[src/rtl/faa_pkg.sv]
package faa_pkg;
  typedef struct packed {
    logic alloc;     // write a record at the allocation slot
    logic loadHit;   // load both output registers from a matched reply
    logic loadMiss;  // load upper output register only
  } faaStrobes_t;
endpackage

[src/rtl/faa_ctrl.sv]
module faa_ctrl
  import faa_pkg::*;
#(
  parameter int DEPTH = 4
) (
  input  logic             clk,
  input  logic             rstN,
  input  logic             mergeValid,
  input  logic             replyValid,
  input  logic [DEPTH-1:0] hitVec,
  input  logic             upReady,
  input  logic             loReady,
  output logic             bufFull,
  output logic             replyReady,
  output logic             upValid,
  output logic             loValid,
  output logic [DEPTH-1:0] validVec,
  output logic [DEPTH-1:0] allocOneHot,
  output faaStrobes_t      strobes
);
  logic [DEPTH-1:0] validQ;
  logic             upQ, loQ;
  logic             accept, hit;
  logic [DEPTH-1:0] freeMask, setMask;

  always_comb begin
    allocOneHot = '0;
    for (int i = DEPTH - 1; i >= 0; i--) begin
      if (!validQ[i]) allocOneHot = '0;
      if (!validQ[i]) allocOneHot[i] = 1'b1;
    end
  end

  assign bufFull    = &validQ;
  assign replyReady = !upQ && !loQ;
  assign accept     = replyValid && replyReady;
  assign hit        = |hitVec;

  assign strobes.alloc    = mergeValid && !bufFull;
  assign strobes.loadHit  = accept && hit;
  assign strobes.loadMiss = accept && !hit;

  assign freeMask = strobes.loadHit ? hitVec : '0;
  assign setMask  = strobes.alloc ? allocOneHot : '0;

  always_ff @(posedge clk) begin
    if (!rstN) begin
      validQ <= '0;
      upQ    <= 1'b0;
      loQ    <= 1'b0;
    end else begin
      validQ <= (validQ & ~freeMask) | setMask;
      if (accept)       upQ <= 1'b1;
      else if (upReady) upQ <= 1'b0;
      if (strobes.loadHit) loQ <= 1'b1;
      else if (loReady)    loQ <= 1'b0;
    end
  end

  assign validVec = validQ;
  assign upValid  = upQ;
  assign loValid  = loQ;


  full_hold_chk: assert property (@(posedge clk) disable iff (!rstN)
    bufFull && !(replyValid && replyReady) |=> bufFull);


  free_drop_chk: assert property (@(posedge clk) disable iff (!rstN)
    replyValid && replyReady && hit && !mergeValid |=> !bufFull);
endmodule

[src/rtl/faa_datapath.sv]
module faa_datapath
  import faa_pkg::*;
#(
  parameter int DEPTH  = 4,
  parameter int DATA_W = 16,
  parameter int TAG_W  = 4
) (
  input  logic              clk,
  input  logic              rstN,
  input  faaStrobes_t       strobes,
  input  logic [DEPTH-1:0]  allocOneHot,
  input  logic [DEPTH-1:0]  validVec,
  input  logic [TAG_W-1:0]  mergeTag,
  input  logic [DATA_W-1:0] mergeAddend,
  input  logic              mergeUpperFirst,
  input  logic [TAG_W-1:0]  replyTag,
  input  logic [DATA_W-1:0] replyData,
  output logic [DEPTH-1:0]  hitVec,
  output logic [DATA_W-1:0] upData,
  output logic [DATA_W-1:0] loData,
  output logic [TAG_W-1:0]  outTag
);
  logic [TAG_W-1:0]  tagQ [DEPTH];
  logic [DATA_W-1:0] addQ [DEPTH];
  logic              firstUpQ [DEPTH];
  logic [DATA_W-1:0] selAdd, sum;
  logic              selUp;
  logic [DATA_W-1:0] upQ, loQ;
  logic [TAG_W-1:0]  tagOutQ;

  for (genvar g = 0; g < DEPTH; g++) begin : g_entry
    assign hitVec[g] = validVec[g] && (tagQ[g] == replyTag);
    always_ff @(posedge clk) begin
      if (!rstN) begin
        tagQ[g]     <= '0;
        addQ[g]     <= '0;
        firstUpQ[g] <= 1'b0;
      end else if (strobes.alloc && allocOneHot[g]) begin
        tagQ[g]     <= mergeTag;
        addQ[g]     <= mergeAddend;
        firstUpQ[g] <= mergeUpperFirst;
      end
    end
  end

  always_comb begin
    selAdd = '0;
    selUp  = 1'b0;
    for (int i = 0; i < DEPTH; i++) begin
      selAdd = selAdd | (hitVec[i] ? addQ[i] : '0);
      selUp  = selUp | (hitVec[i] && firstUpQ[i]);
    end
  end

  assign sum = replyData + selAdd;

  always_ff @(posedge clk) begin
    if (!rstN) begin
      upQ     <= '0;
      loQ     <= '0;
      tagOutQ <= '0;
    end else if (strobes.loadHit) begin
      upQ     <= selUp ? replyData : sum;
      loQ     <= selUp ? sum : replyData;
      tagOutQ <= replyTag;
    end else if (strobes.loadMiss) begin
      upQ     <= replyData;
      tagOutQ <= replyTag;
    end
  end

  assign upData = upQ;
  assign loData = loQ;
  assign outTag = tagOutQ;


  hit_upper_chk: assert property (@(posedge clk) disable iff (!rstN)
    strobes.loadHit && selUp |=> upQ == $past(replyData));


  hit_lower_chk: assert property (@(posedge clk) disable iff (!rstN)
    strobes.loadHit && !selUp |=> loQ == $past(replyData));
endmodule

[src/rtl/faa_decombiner.sv]
module faa_decombiner
  import faa_pkg::*;
#(
  parameter int DEPTH  = 4,
  parameter int DATA_W = 16,
  parameter int TAG_W  = 4
) (
  input  logic              clk,
  input  logic              rstN,
  input  logic              mergeValid,
  input  logic [TAG_W-1:0]  mergeTag,
  input  logic [DATA_W-1:0] mergeAddend,
  input  logic              mergeUpperFirst,
  output logic              bufFull,
  input  logic              replyValid,
  input  logic [TAG_W-1:0]  replyTag,
  input  logic [DATA_W-1:0] replyData,
  output logic              replyReady,
  output logic              upValid,
  input  logic              upReady,
  output logic [TAG_W-1:0]  upTag,
  output logic [DATA_W-1:0] upData,
  output logic              loValid,
  input  logic              loReady,
  output logic [TAG_W-1:0]  loTag,
  output logic [DATA_W-1:0] loData
);
  faaStrobes_t      strobes;
  logic [DEPTH-1:0] hitVec, validVec, allocOneHot;
  logic [TAG_W-1:0] outTag;

  faa_ctrl #(.DEPTH(DEPTH)) uCtrl (
    .clk(clk), .rstN(rstN), .mergeValid(mergeValid), .replyValid(replyValid),
    .hitVec(hitVec), .upReady(upReady), .loReady(loReady), .bufFull(bufFull),
    .replyReady(replyReady), .upValid(upValid), .loValid(loValid),
    .validVec(validVec), .allocOneHot(allocOneHot), .strobes(strobes)
  );

  faa_datapath #(.DEPTH(DEPTH), .DATA_W(DATA_W), .TAG_W(TAG_W)) uData (
    .clk(clk), .rstN(rstN), .strobes(strobes), .allocOneHot(allocOneHot),
    .validVec(validVec), .mergeTag(mergeTag), .mergeAddend(mergeAddend),
    .mergeUpperFirst(mergeUpperFirst), .replyTag(replyTag),
    .replyData(replyData), .hitVec(hitVec), .upData(upData),
    .loData(loData), .outTag(outTag)
  );

  assign upTag = outTag;
  assign loTag = outTag;


  miss_pass_chk: assert property (@(posedge clk) disable iff (!rstN)
    replyValid && replyReady && !(|hitVec) |=> upValid && !loValid && upData == $past(replyData));


  hold_up_chk: assert property (@(posedge clk) disable iff (!rstN)
    upValid && !upReady |=> upValid && $stable(upData));


  lo_rise_chk: assert property (@(posedge clk) disable iff (!rstN)
    $rose(loValid) |-> $rose(upValid));
endmodule

[config.mk]
export PLATFORM = sky130hd
export DESIGN_NAME = faa_decombiner
export DESIGN_NICKNAME = d
export VERILOG_FILES = /design/src/rtl/faa_pkg.sv /design/src/rtl/faa_ctrl.sv /design/src/rtl/faa_datapath.sv /design/src/rtl/faa_decombiner.sv
export SDC_FILE = /design/constraint.sdc
export NUM_CORES = 1
export LEC_CHECK = 0
export BUFFER_PORTS_ARGS = -buffer_cell sky130_fd_sc_hd__buf_2
export CAP_MARGIN = 25
export CORE_ASPECT_RATIO = 1.2
export CORE_MARGIN = 8
export CORE_UTILIZATION = 40
export CTS_CLUSTER_DIAMETER = 100
export DETAILED_ROUTE_END_ITERATION = 16
export GPL_TIMING_DRIVEN = 1
export SYNTH_ARGS = -nofsm -noshare
export SYNTH_HDL_FRONTEND = slang
export SYNTH_SLANG_ARGS = --single-unit
export TNS_END_PERCENT = 20
[constraint.sdc]
create_clock -name clk -period 9.94 [get_ports clk]
set_input_delay 1.988 -clock clk [delete_from_list [all_inputs] [get_ports clk]]
set_output_delay 1.988 -clock clk [all_outputs]
set_load 0.03 [all_outputs]
**Yosys cells after proc, flatten, opt, wreduce, memory -nomap -nowiden**

Memory sizes are Yosys's and may differ from the RTL's.
Index checks and enable logic that the tools add are counted.

- Add/subtract/negate cells: 1
- Equal/unequal tests: 4
- Mux-type cells: 48
- Bitwise logic cells: 21
- Reductions and logical operators: 26

Operators with widths:

| cell | count |
|---|---|
| $mux W16 | 12 |
| $or A16 B16 Y16 | 3 |
| $mux W4 | 11 |
| $mux W1 | 25 |
| $logic_and A1 B1 Y1 | 17 |
| $add A16 B16 Y16 | 1 |
| $eq A4 B4 Y1 | 4 |
| $or A1 B1 Y1 | 15 |
| $reduce_bool A2 Y1 | 3 |
| $and A4 B4 Y4 | 1 |
| $logic_not A1 Y1 | 4 |
| $not A4 Y4 | 1 |
| $or A4 B4 Y4 | 1 |
| $reduce_and A4 Y1 | 1 |
| $reduce_or A4 Y1 | 1 |

- Bits in registers: 42
- Memory bits (writable): 84
- Input port bits: 47
- Output and inout bits: 44
- Memories kept: 3

Memory list:

| memory | words | width | rd ports | clocked after memory_dff | wr ports | RTL line | source |
|---|---|---|---|---|---|---|---|
| uData.addQ | 4 | 16 | 4 | 0 | 4 | faa_datapath.sv:24 | `logic [DATA_W-1:0] addQ [DEPTH];` |
| uData.tagQ | 4 | 4 | 4 | 0 | 4 | faa_datapath.sv:23 | `logic [TAG_W-1:0] tagQ [DEPTH];` |
| uData.firstUpQ | 4 | 1 | 4 | 0 | 4 | faa_datapath.sv:25 | `logic firstUpQ [DEPTH];` |

**Depth between registers and ports, before layout**

Gate-level depths: netlist of run 1.

- Depth after elaboration: 12
- Depth in mapped cells: 18
- Mapped depth without buffers: 15

**Hierarchy**

From an unflattened synthesis of run 1, not the netlist that was laid out.

- Cells, all modules: 606
- Area total of the unflattened synthesis: 6356.1 µm²

By module, submodules not included:

| module | times used | cells an instance | area each (µm²) | sequential area each (µm²) |
|---|---|---|---|---|
| faa_datapath | 1 | 564 | 5999.5 | 3233.1 |
| faa_ctrl | 1 | 38 | 326.6 | 120.1 |
| faa_decombiner | 1 | 4 | 30.0 | 0.0 |

**Worst setup path after synthesis of run 1**

OpenSTA, ideal clock, no wires.

- Kind: input-to-reg
- Start: in replyTag[3]
- End: reg uData.upQ[12] (netlist: uData.upData[12])
- Arrival time: 5199 ps
- Required time: 9805 ps
- Setup slack: 4606 ps
- Stages on the path: 18
- Path through: buf_4 -> xor2_1 -> nor3_1 -> and3_1 -> buf_4 -> clkbuf_1 -> a222oi_1 -> nand2_1 -> ha_1 -> fa_1 -> a21o_1 -> a21oi_1 -> o211ai_1 -> a41oi_1 -> o21bai_1 -> a21oi_1 -> xor2_1 -> o22ai_1

- Longest elaborated chain between the ends: 9

Ends and longest elaborated chain:

| what | RTL line | source |
|---|---|---|
| start: declaration | faa_decombiner.sv:16 | `input logic [TAG_W-1:0] replyTag,` |
| $eq A4 B4 Y1 | faa_datapath.sv:32 | `assign hitVec[g] = validVec[g] && (tagQ[g] == replyTag);` |
| $logic_and A1 B1 Y1 | faa_datapath.sv:32 |  |
| $mux W16 | faa_datapath.sv:50 | `selAdd = selAdd \| (hitVec[i] ? addQ[i] : '0);` |
| $or A16 B16 Y16 (3 in series) | faa_datapath.sv:50 |  |
| $add A16 B16 Y16 | faa_datapath.sv:55 | `assign sum = replyData + selAdd;` |
| $mux W16 | faa_datapath.sv:63 | `upQ <= selUp ? replyData : sum;` |
| $mux W16 | faa_datapath.sv:62 | `end else if (strobes.loadHit) begin` |
| end signal: assignment | faa_datapath.sv:63 |  |
| end signal: assignment | faa_datapath.sv:67 | `upQ <= replyData;` |
| end: declaration | faa_datapath.sv:28 | `logic [DATA_W-1:0] upQ, loQ;` |

Parallel ways exist; a longest one is shown, timed or not.
A chain may end at the register's enable or synchronous reset.

**Worst setup path after layout of run 1**

- Start: in replyTag[1]
- End: reg uData.upQ[14] (netlist: uData.upData[14])

Same word-level chain as after synthesis.

==> results of run 1 <==
metrics by stage:
stage	setup slack, ns	cell area (µm²)	utilization [%]	power [W]
CTS	4.50	7410	48.1	0.00133
detailed placement	4.08	6840	44.4	0.000729
finish	4.48	7440	48.3	0.00131
global placement	4.15	6790	44.1	0.000725
floorplan	4.61	6210	-	0.000684
global route	4.11	7440	48.3	0.00136
worst min path at each step:
stage / start / endpoint
final: uData.loData[2] / uData.loData[2]
after global routing: uData.loData[2] / uData.loData[2]
after detailed placement: uData.loData[2] / uData.loData[2]
after floorplan: uCtrl.validVec[2] / uCtrl.validVec[2]
after global placement: uData.loData[2] / uData.loData[2]
after CTS: uData.loData[2] / uData.loData[2]
flip-flops by register name, indices dropped and copies added, names as in the netlist:
register	count
uData.tagQ	16
uData.addQ	64
uData.firstUpQ	4
uData.outTag	4
uCtrl.upValid	1
uCtrl.loValid	1
uData.loData	16
uCtrl.validVec	4
uData.upData	16
cells in the mapped netlist (all sizes together), types with 13 or more instances:
| cell type | instances |
|---|---|
| xnor2 | 16 |
| and2 | 84 |
| a222oi | 16 |
| mux2i | 13 |
| nor2 | 27 |
| a21oi | 37 |
| clkbuf | 22 |
| o21ai | 18 |
| nand2 | 66 |
| buf | 18 |
| ha | 16 |
| dfxtp | 43 |
| edfxtp | 83 |
logic make-up (layout without fill, tap and decap cells):
| logic type | count (synthesis) | count (layout) | share of synthesized area [%] |
|---|---|---|---|
| simple gates | 210 | 210 | 17.7 |
| mux | 15 | 15 | 2.52 |
| buf+inv | 52 | 148 | 4.48 |
| xor+xnor | 27 | 27 | 3.81 |
| fa+ha+maj | 17 | 17 | 3.55 |
| compound gates | 119 | 119 | 13.9 |
| flops | 126 | 126 | 54.0 |
worst register-to-register path: stages, from the launching register on:
cell and delay, ns:
edfxtp_1 0.39, inv_1 0.05, a222oi_1 0.40, and3_1 0.80, a222oi_1 0.21, nand2_1 0.14, ha_1 0.19, fa_1 0.23
a21o_1 0.12, a21oi_1 0.10, o211ai_1 0.26, a41oi_1 0.26, o41ai_1 0.52, xnor2_1 0.21, o22ai_1 0.13
placed cells by master (no fill, tap or decap), types with 8 or more instances in the layout:
cell type   n
ha_1       16
xor2_1     11
nor2_1     25
buf_4      11
and2_1     84
mux2i_1    13
xnor2_1    16
inv_1      10
dfxtp_1    43
edfxtp_1   83
o21ai_0    16
a21oi_1    36
nand2_1    66
a222oi_1   16
clkbuf_16  17
a211oi_1    8
buf_2      90
per-layer routing:
layer | GRT usage (%) | share of wire (%)
met5 | 0 | 0
met4 | 6.15 | 1.5
met3 | 3.99 | 6.1
met2 | 26.7 | 49
met1 | 19.7 | 44
area by class of cell:
class / count / area, µm²
fill: 1444 / 7950
tap: 208 / 260
inverter: 12 / 45.0
clock inverter: 14 / 145
sequential: 126 / 3350
timing repair buffer: 104 / 608
multi-input combinational: 388 / 2600
clock buffer: 18 / 429
power by group through the flow:
| stage | Sequential [W] | Clock, W | Combinational, W |
|---|---|---|---|
| floorplan | 0.000619 | 0 | 0.0000647 |
| global placement | 0.000608 | 0 | 0.000117 |
| detailed placement | 0.000609 | 0 | 0.000120 |
| CTS | 0.000598 | 0.000608 | 0.000120 |
| global route | 0.000600 | 0.000627 | 0.000131 |
| finish | 0.000598 | 0.000596 | 0.000120 |
==> flow_metrics.py, run 1 <==
metrics = {
    "run_status": {
        "status": "finished clean",
    },
    "routing": {
        "ant_nets": 0,
        "drtIter0Drc": 385,
        "wl_per_cell_um": 17.9,
        "dr.pass1.iters": 5,
        "viasPerCell": 5.26,
        "num_vias": 4576,
        "routed_wl_um": 15600,
        "drc": 0,
    },
    "worst_setup_path": {
        "ff2ff_setup_slack_ns": 5.81,
        "reg2reg_from": "uData.tagQ[1][0]",
        "critPathLaunch": "replyTag[1]",
        "crit_type": "input pin to flop",
        "rr_endpoint": "uData.upData[14]",
        "crit_path_top_delay_cell": "and3_1",
        "cp_cell_sequence": "buf_2 > inv_1 > a222oi_1 > and3_1 > a222oi_1 > nand2_1 > ha_1 > fa_1 > a21o_1 > a21oi_1 > o211ai_1 > a41oi_1 > o41ai_1 > xnor2_1 > o22ai_1",
        "cp_common_cell": "a222oi_1",
        "critPathLaunchType": "input pin",
        "critPathTopFamily": "compound AO/OA/AOI/OAI gates",
        "slowest_delay_ns": 0.80,
        "crit_required_ns": 10.22,
        "reg2reg_depth": 14,
        "cp_max_fo": 19,
        "path_buf_inv": 2,
        "cp_num_cells": 15,
        "cp-end-kind": "flop",
        "cp.arrival_ns": 5.74,
        "worstSetupEndpoint": "uData.upData[14]",
    },
    "clocking": {
        "cts_sinks": 126,
        "clockBufferDepth": 2,
        "cts_tree": "done",
        "cts_buffers": 17,
        "cts-root-buf": "clkbuf_16",
        "insertion_delay_ns": 0.41,
        "htreeDepth": 4,
        "cts_resized": 0,
        "holdBufCountCts": 0,
        "path_clk_slew_ns": 0.05,
        "post-cts-setup-buffers": 0,
    },
    "pwr": {
        "pwr-share-clk_pct": 45.3,
        "combPwrFrac_pct": 9.2,
        "leakagePower_nw": 3.06,
        "power.density_nw_per_um2": 177,
        "switching_share_pct": 24.3,
        "ir_drop_mv": 0.108,
        "switchingPower_w": 0.000319,
        "power.share.sequential_pct": 45.5,
        "intPower_w": 0.000995,
    },
    "timing": {
        "relSlewSlack_pct": 35.2,
        "fin_worst_skew_ns": 0.00601,
        "setup_violations": 0,
        "finalSetupTns_ns": 0,
        "slew_viol_final": 0,
        "tightest_slew_ns": 0.964,
        "rsz0062_at_grt": "false",
        "period_minus_slack_ns": 5.46,
        "fmax_mhz": 183,
        "hold_ws_ns": 0.455,
        "period_share_pct": 55.0,
        "finalHoldViolations": 0,
    },
    "synthesis": {
        "syn_nets": 630,
        "yosys_register_bits": 126,
        "yosysUniqueCellTypes": 52,
        "yosysTopAreaCellShare_pct": 40.2,
        "synth_ff_type": "edfxtp_1",
        "synth_area_leaders": "edfxtp_1, dfxtp_1, and2_1",
        "async_flop_share_pct": 0,
        "avgSynthCellArea_um2": 11.0,
        "synth_edf_count": 83,
        "yosysWarnings": 0,
        "yosysSeqAreaShare_pct": 54.0,
        "synthCells": 566,
        "syn_area_um2": 6210,
        "yosysTopAreaCell": "edfxtp_1",
    },
    "place": {
        "portBuffers": 90,
        "gp_congestion": 0.804,
        "dpl.cell_count": 837,
        "dp_hpwl_um": 11000,
    },
    "die": {
        "dieArea_um2": 19800,
        "num_rows": 50,
        "pin_count": 91,
        "core-area_um2": 15400,
        "die_height_um": 152,
        "start_util_pct": 40.3,
        "die_x_um": 130,
    },
    "final_layout": {
        "fin_nets": 713,
        "drive_above_1_share_pct": 22.5,
        "syn_to_final_growth_pct": 19.8,
        "stdcell_count": 870,
        "diodes": 0,
    },
    "global_route": {
        "grt_usage_pct": 16.1,
        "grt_overflow_total": 0,
        "grt_pass1_vias": 4546,
        "grt_max_degree": 31,
        "grt_pass1_wl_um": 24600,
        "antenna_found_initial": 0,
    },
    "job": {
        "drv_cap": 0,
    },
    "hold_path": {
        "min_path_type": "flop to flop",
        "timing.hold.worst_path_depth": 2,
    },
}
(Power assumes the default switching activity.)
==> run 2: changes to the inputs <==
- ABC_AREA: unset -> 1
- clock period: 9.94 -> 4.75 ns (I/O delays scaled with it)
==> run 2 against run 1 <==
Compared with the run above:
- global-route usage up 0.69 points
- sequential share of layout area down 1.7 points
- final area grew 3.8%
- critical path depth is 5 higher
- critical path type unchanged
- largest power group is now the clock network
- highest routed layer unchanged
==> flow_metrics.py, run 2 <==
metrics = {
    "run_status": {
        "status": "finished clean",
    },
    "clocking": {
        "post-cts-setup-buffers": 0,
        "insertion_delay_ns": 0.41,
        "cts_resized": 0,
        "clockBufferDepth": 2,
        "path_clk_slew_ns": 0.06,
        "cts_buffers": 17,
        "holdBufCountCts": 0,
        "cts_sinks": 126,
        "cts-root-buf": "clkbuf_16",
        "cts_tree": "done",
        "htreeDepth": 4,
    },
    "synthesis": {
        "yosys_register_bits": 126,
        "synth_common_cells": "nand2_1, nor2_1, inv_1",
        "synthCells": 761,
        "async_flop_share_pct": 0,
        "yosysSeqAreaShare_pct": 51.8,
        "yosysUniqueCellTypes": 39,
        "avgSynthCellArea_um2": 8.50,
        "yosysWarnings": 0,
        "synth_edf_count": 83,
        "syn_nets": 825,
        "yosysTopAreaCellShare_pct": 38.5,
        "synth_ff_type": "edfxtp_1",
        "yosysMostFrequentCell": "nand2_1",
        "yosysTopAreaCell": "edfxtp_1",
        "synth_area_leaders": "edfxtp_1, dfxtp_1, nand2_1",
        "syn_area_um2": 6470,
    },
    "worst_setup_path": {
        "path_buf_inv": 5,
        "critPathTopFamily": "simple AND/OR/NAND/NOR gates",
        "cp_common_cell": "nand2_1",
        "slowest_delay_ns": 0.46,
        "crit_path_top_delay_cell": "a221o_1",
        "critPathLaunchType": "input pin",
        "crit_required_ns": 5.05,
        "cp_cell_sequence": "buf_2 > inv_2 > nand2_1 > o21ai_0 > inv_1 > nand3_1 > inv_1 > a221o_1 > ha_1 > fa_1 > nand3_1 > nand2_1 > nand2_1 > nand2_1 > nand3_1 > nand3_1 > nand2_1 > nor2_1 > o21ai_0 > inv_1",
        "crit_type": "input pin to flop",
        "ff2ff_setup_slack_ns": 1.40,
        "cp.arrival_ns": 3.94,
        "cp-end-kind": "flop",
        "cp_max_fo": 15,
    },
    "routing": {
        "highest_layer": "met4",
        "wl_met2_um": 8210,
        "wl_met3_um": 927,
        "ant_nets": 0,
        "routed_wl_um": 17100,
        "routedLengthMet1_um": 7670,
        "num_vias": 5371,
        "dr.pass1.iters": 5,
        "drtIter0Drc": 407,
        "viasPerCell": 5.01,
        "wl_per_cell_um": 15.9,
        "drc": 0,
    },
    "final_layout": {
        "regMostFlops": "uData.addQ",
        "drive_above_1_share_pct": 18.4,
        "diodes": 0,
        "layout_commonest_cell": "nand2_1",
        "multi_input_area_um2": 2540,
        "mostFrequentLayoutCells": "nand2_1, nor2_1, inv_1, buf_2, edfxtp_1",
        "seqCellArea_um2": 3350,
        "largest_reg_flops": 64,
        "syn_to_final_growth_pct": 19.3,
        "fin_nets": 911,
        "nFillCells": 1544,
    },
    "global_route": {
        "grt_usage_pct": 16.8,
        "grt_overflow_total": 0,
        "grt_pass1_wl_um": 27600,
        "grt_max_degree": 29,
        "grt_pass1_vias": 5242,
        "antenna_found_initial": 0,
    },
    "pwr": {
        "combPwrFrac_pct": 9.9,
        "power.share.sequential_pct": 43.7,
        "intPower_w": 0.00214,
        "switchingPower_w": 0.000714,
        "leakagePower_nw": 3.63,
        "ir_drop_mv": 0.231,
        "pwr-share-clk_pct": 46.4,
        "power.density_nw_per_um2": 369,
        "switching_share_pct": 25.0,
    },
    "timing": {
        "fin_worst_skew_ns": 0.0110,
        "fmax_mhz": 274,
        "setup_violations": 0,
        "rsz0062_at_grt": "false",
        "tightest_slew_ns": 0.975,
        "period_minus_slack_ns": 3.65,
        "hold_ws_ns": 0.463,
        "relSlewSlack_pct": 34.8,
        "finalHoldViolations": 0,
        "slew_viol_final": 0,
        "finalSetupTns_ns": 0,
        "period_share_pct": 76.8,
    },
    "hold_path": {
        "min_path_type": "flop to flop",
    },
    "job": {
        "drv_cap": 0,
    },
    "die": {
        "core-area_um2": 16000,
        "pin_count": 91,
        "start_util_pct": 40.4,
        "num_rows": 51,
        "dieArea_um2": 20500,
        "die_x_um": 132,
        "die_height_um": 155,
    },
    "place": {
        "dp_hpwl_um": 12100,
        "gp_congestion": 0.919,
        "portBuffers": 90,
    },
}
## run 2: per-layer routing
| metal | up-vias | track usage [%] |
|---|---|---|
| li1 | 2685 | - |
| met1 | 2474 | 20.6 |
| met2 | 189 | 28.2 |
| met3 | 23 | 3.84 |
| met4 | 0 | 6.63 |
| met5 | - | 0 |
## run 2: stage by stage
stage	cell area, µm²	power [W]	setup slack (ns)	utilization, %	std cells
floorplan	6470	0.00145	1.29	-	761
global placement	7070	0.00155	0.718	44.1	1038
detailed placement	7100	0.00155	0.716	44.3	1039
CTS	7690	0.00287	1.13	48.0	1071
global route	7720	0.00296	0.802	48.2	1072
finish	7720	0.00285	1.10	48.2	1072
## run 2: worst paths after layout
check	end	cells after the start	start
setup / recovery	uData.upData[14]	20	replyTag[1]
hold / removal	uData.loData[5]	2	uData.loData[5]
setup reg to reg	uData.upData[14]	19	uData.tagQ[1][1]
hold reg to reg	uData.loData[5]	2	uData.loData[5]
## run 2: worst reg2reg max path, delay by kind of cell, from the launching register on
kind,cells,cell delay (ns)
AOI/OAI and AO/OA,2,0.63
buffers and inverters,3,0.41
DFF,1,0.40
and+or+nand+nor,12,1.14
adders and majority gates,2,0.68
## run 2: power by group through the flow
stage	clock network [W]	registers [W]	logic (W)
after floorplan	0	0.00129	0.000158
after CTS	0.00134	0.00125	0.000282
final	0.00132	0.00125	0.000283
after global placement	0	0.00127	0.000276
after detailed placement	0	0.00127	0.000280
after global routing	0.00139	0.00125	0.000314
## run 2: layout make-up
class / count / area share, %
sequential: 126 / 43.4
multi-input combinational: 491 / 32.8
timing repair buffer: 97 / 7.03
clock buffer: 19 / 5.61
inverter: 114 / 5.54
tap: 212 / 3.43
clock inverter: 13 / 2.12
## run 2: logic make-up (layout without fill, tap and decap cells)
kind of cell    Yosys count  count (layout)  synth area share, %
simple gates            343             343                 23.0
buf+inv                 144             243                 8.99
flops                   126             126                 51.8
compound gates          121             121                 11.5
fa+ha+maj                17              17                 3.40
xor+xnor                 10              10                 1.35
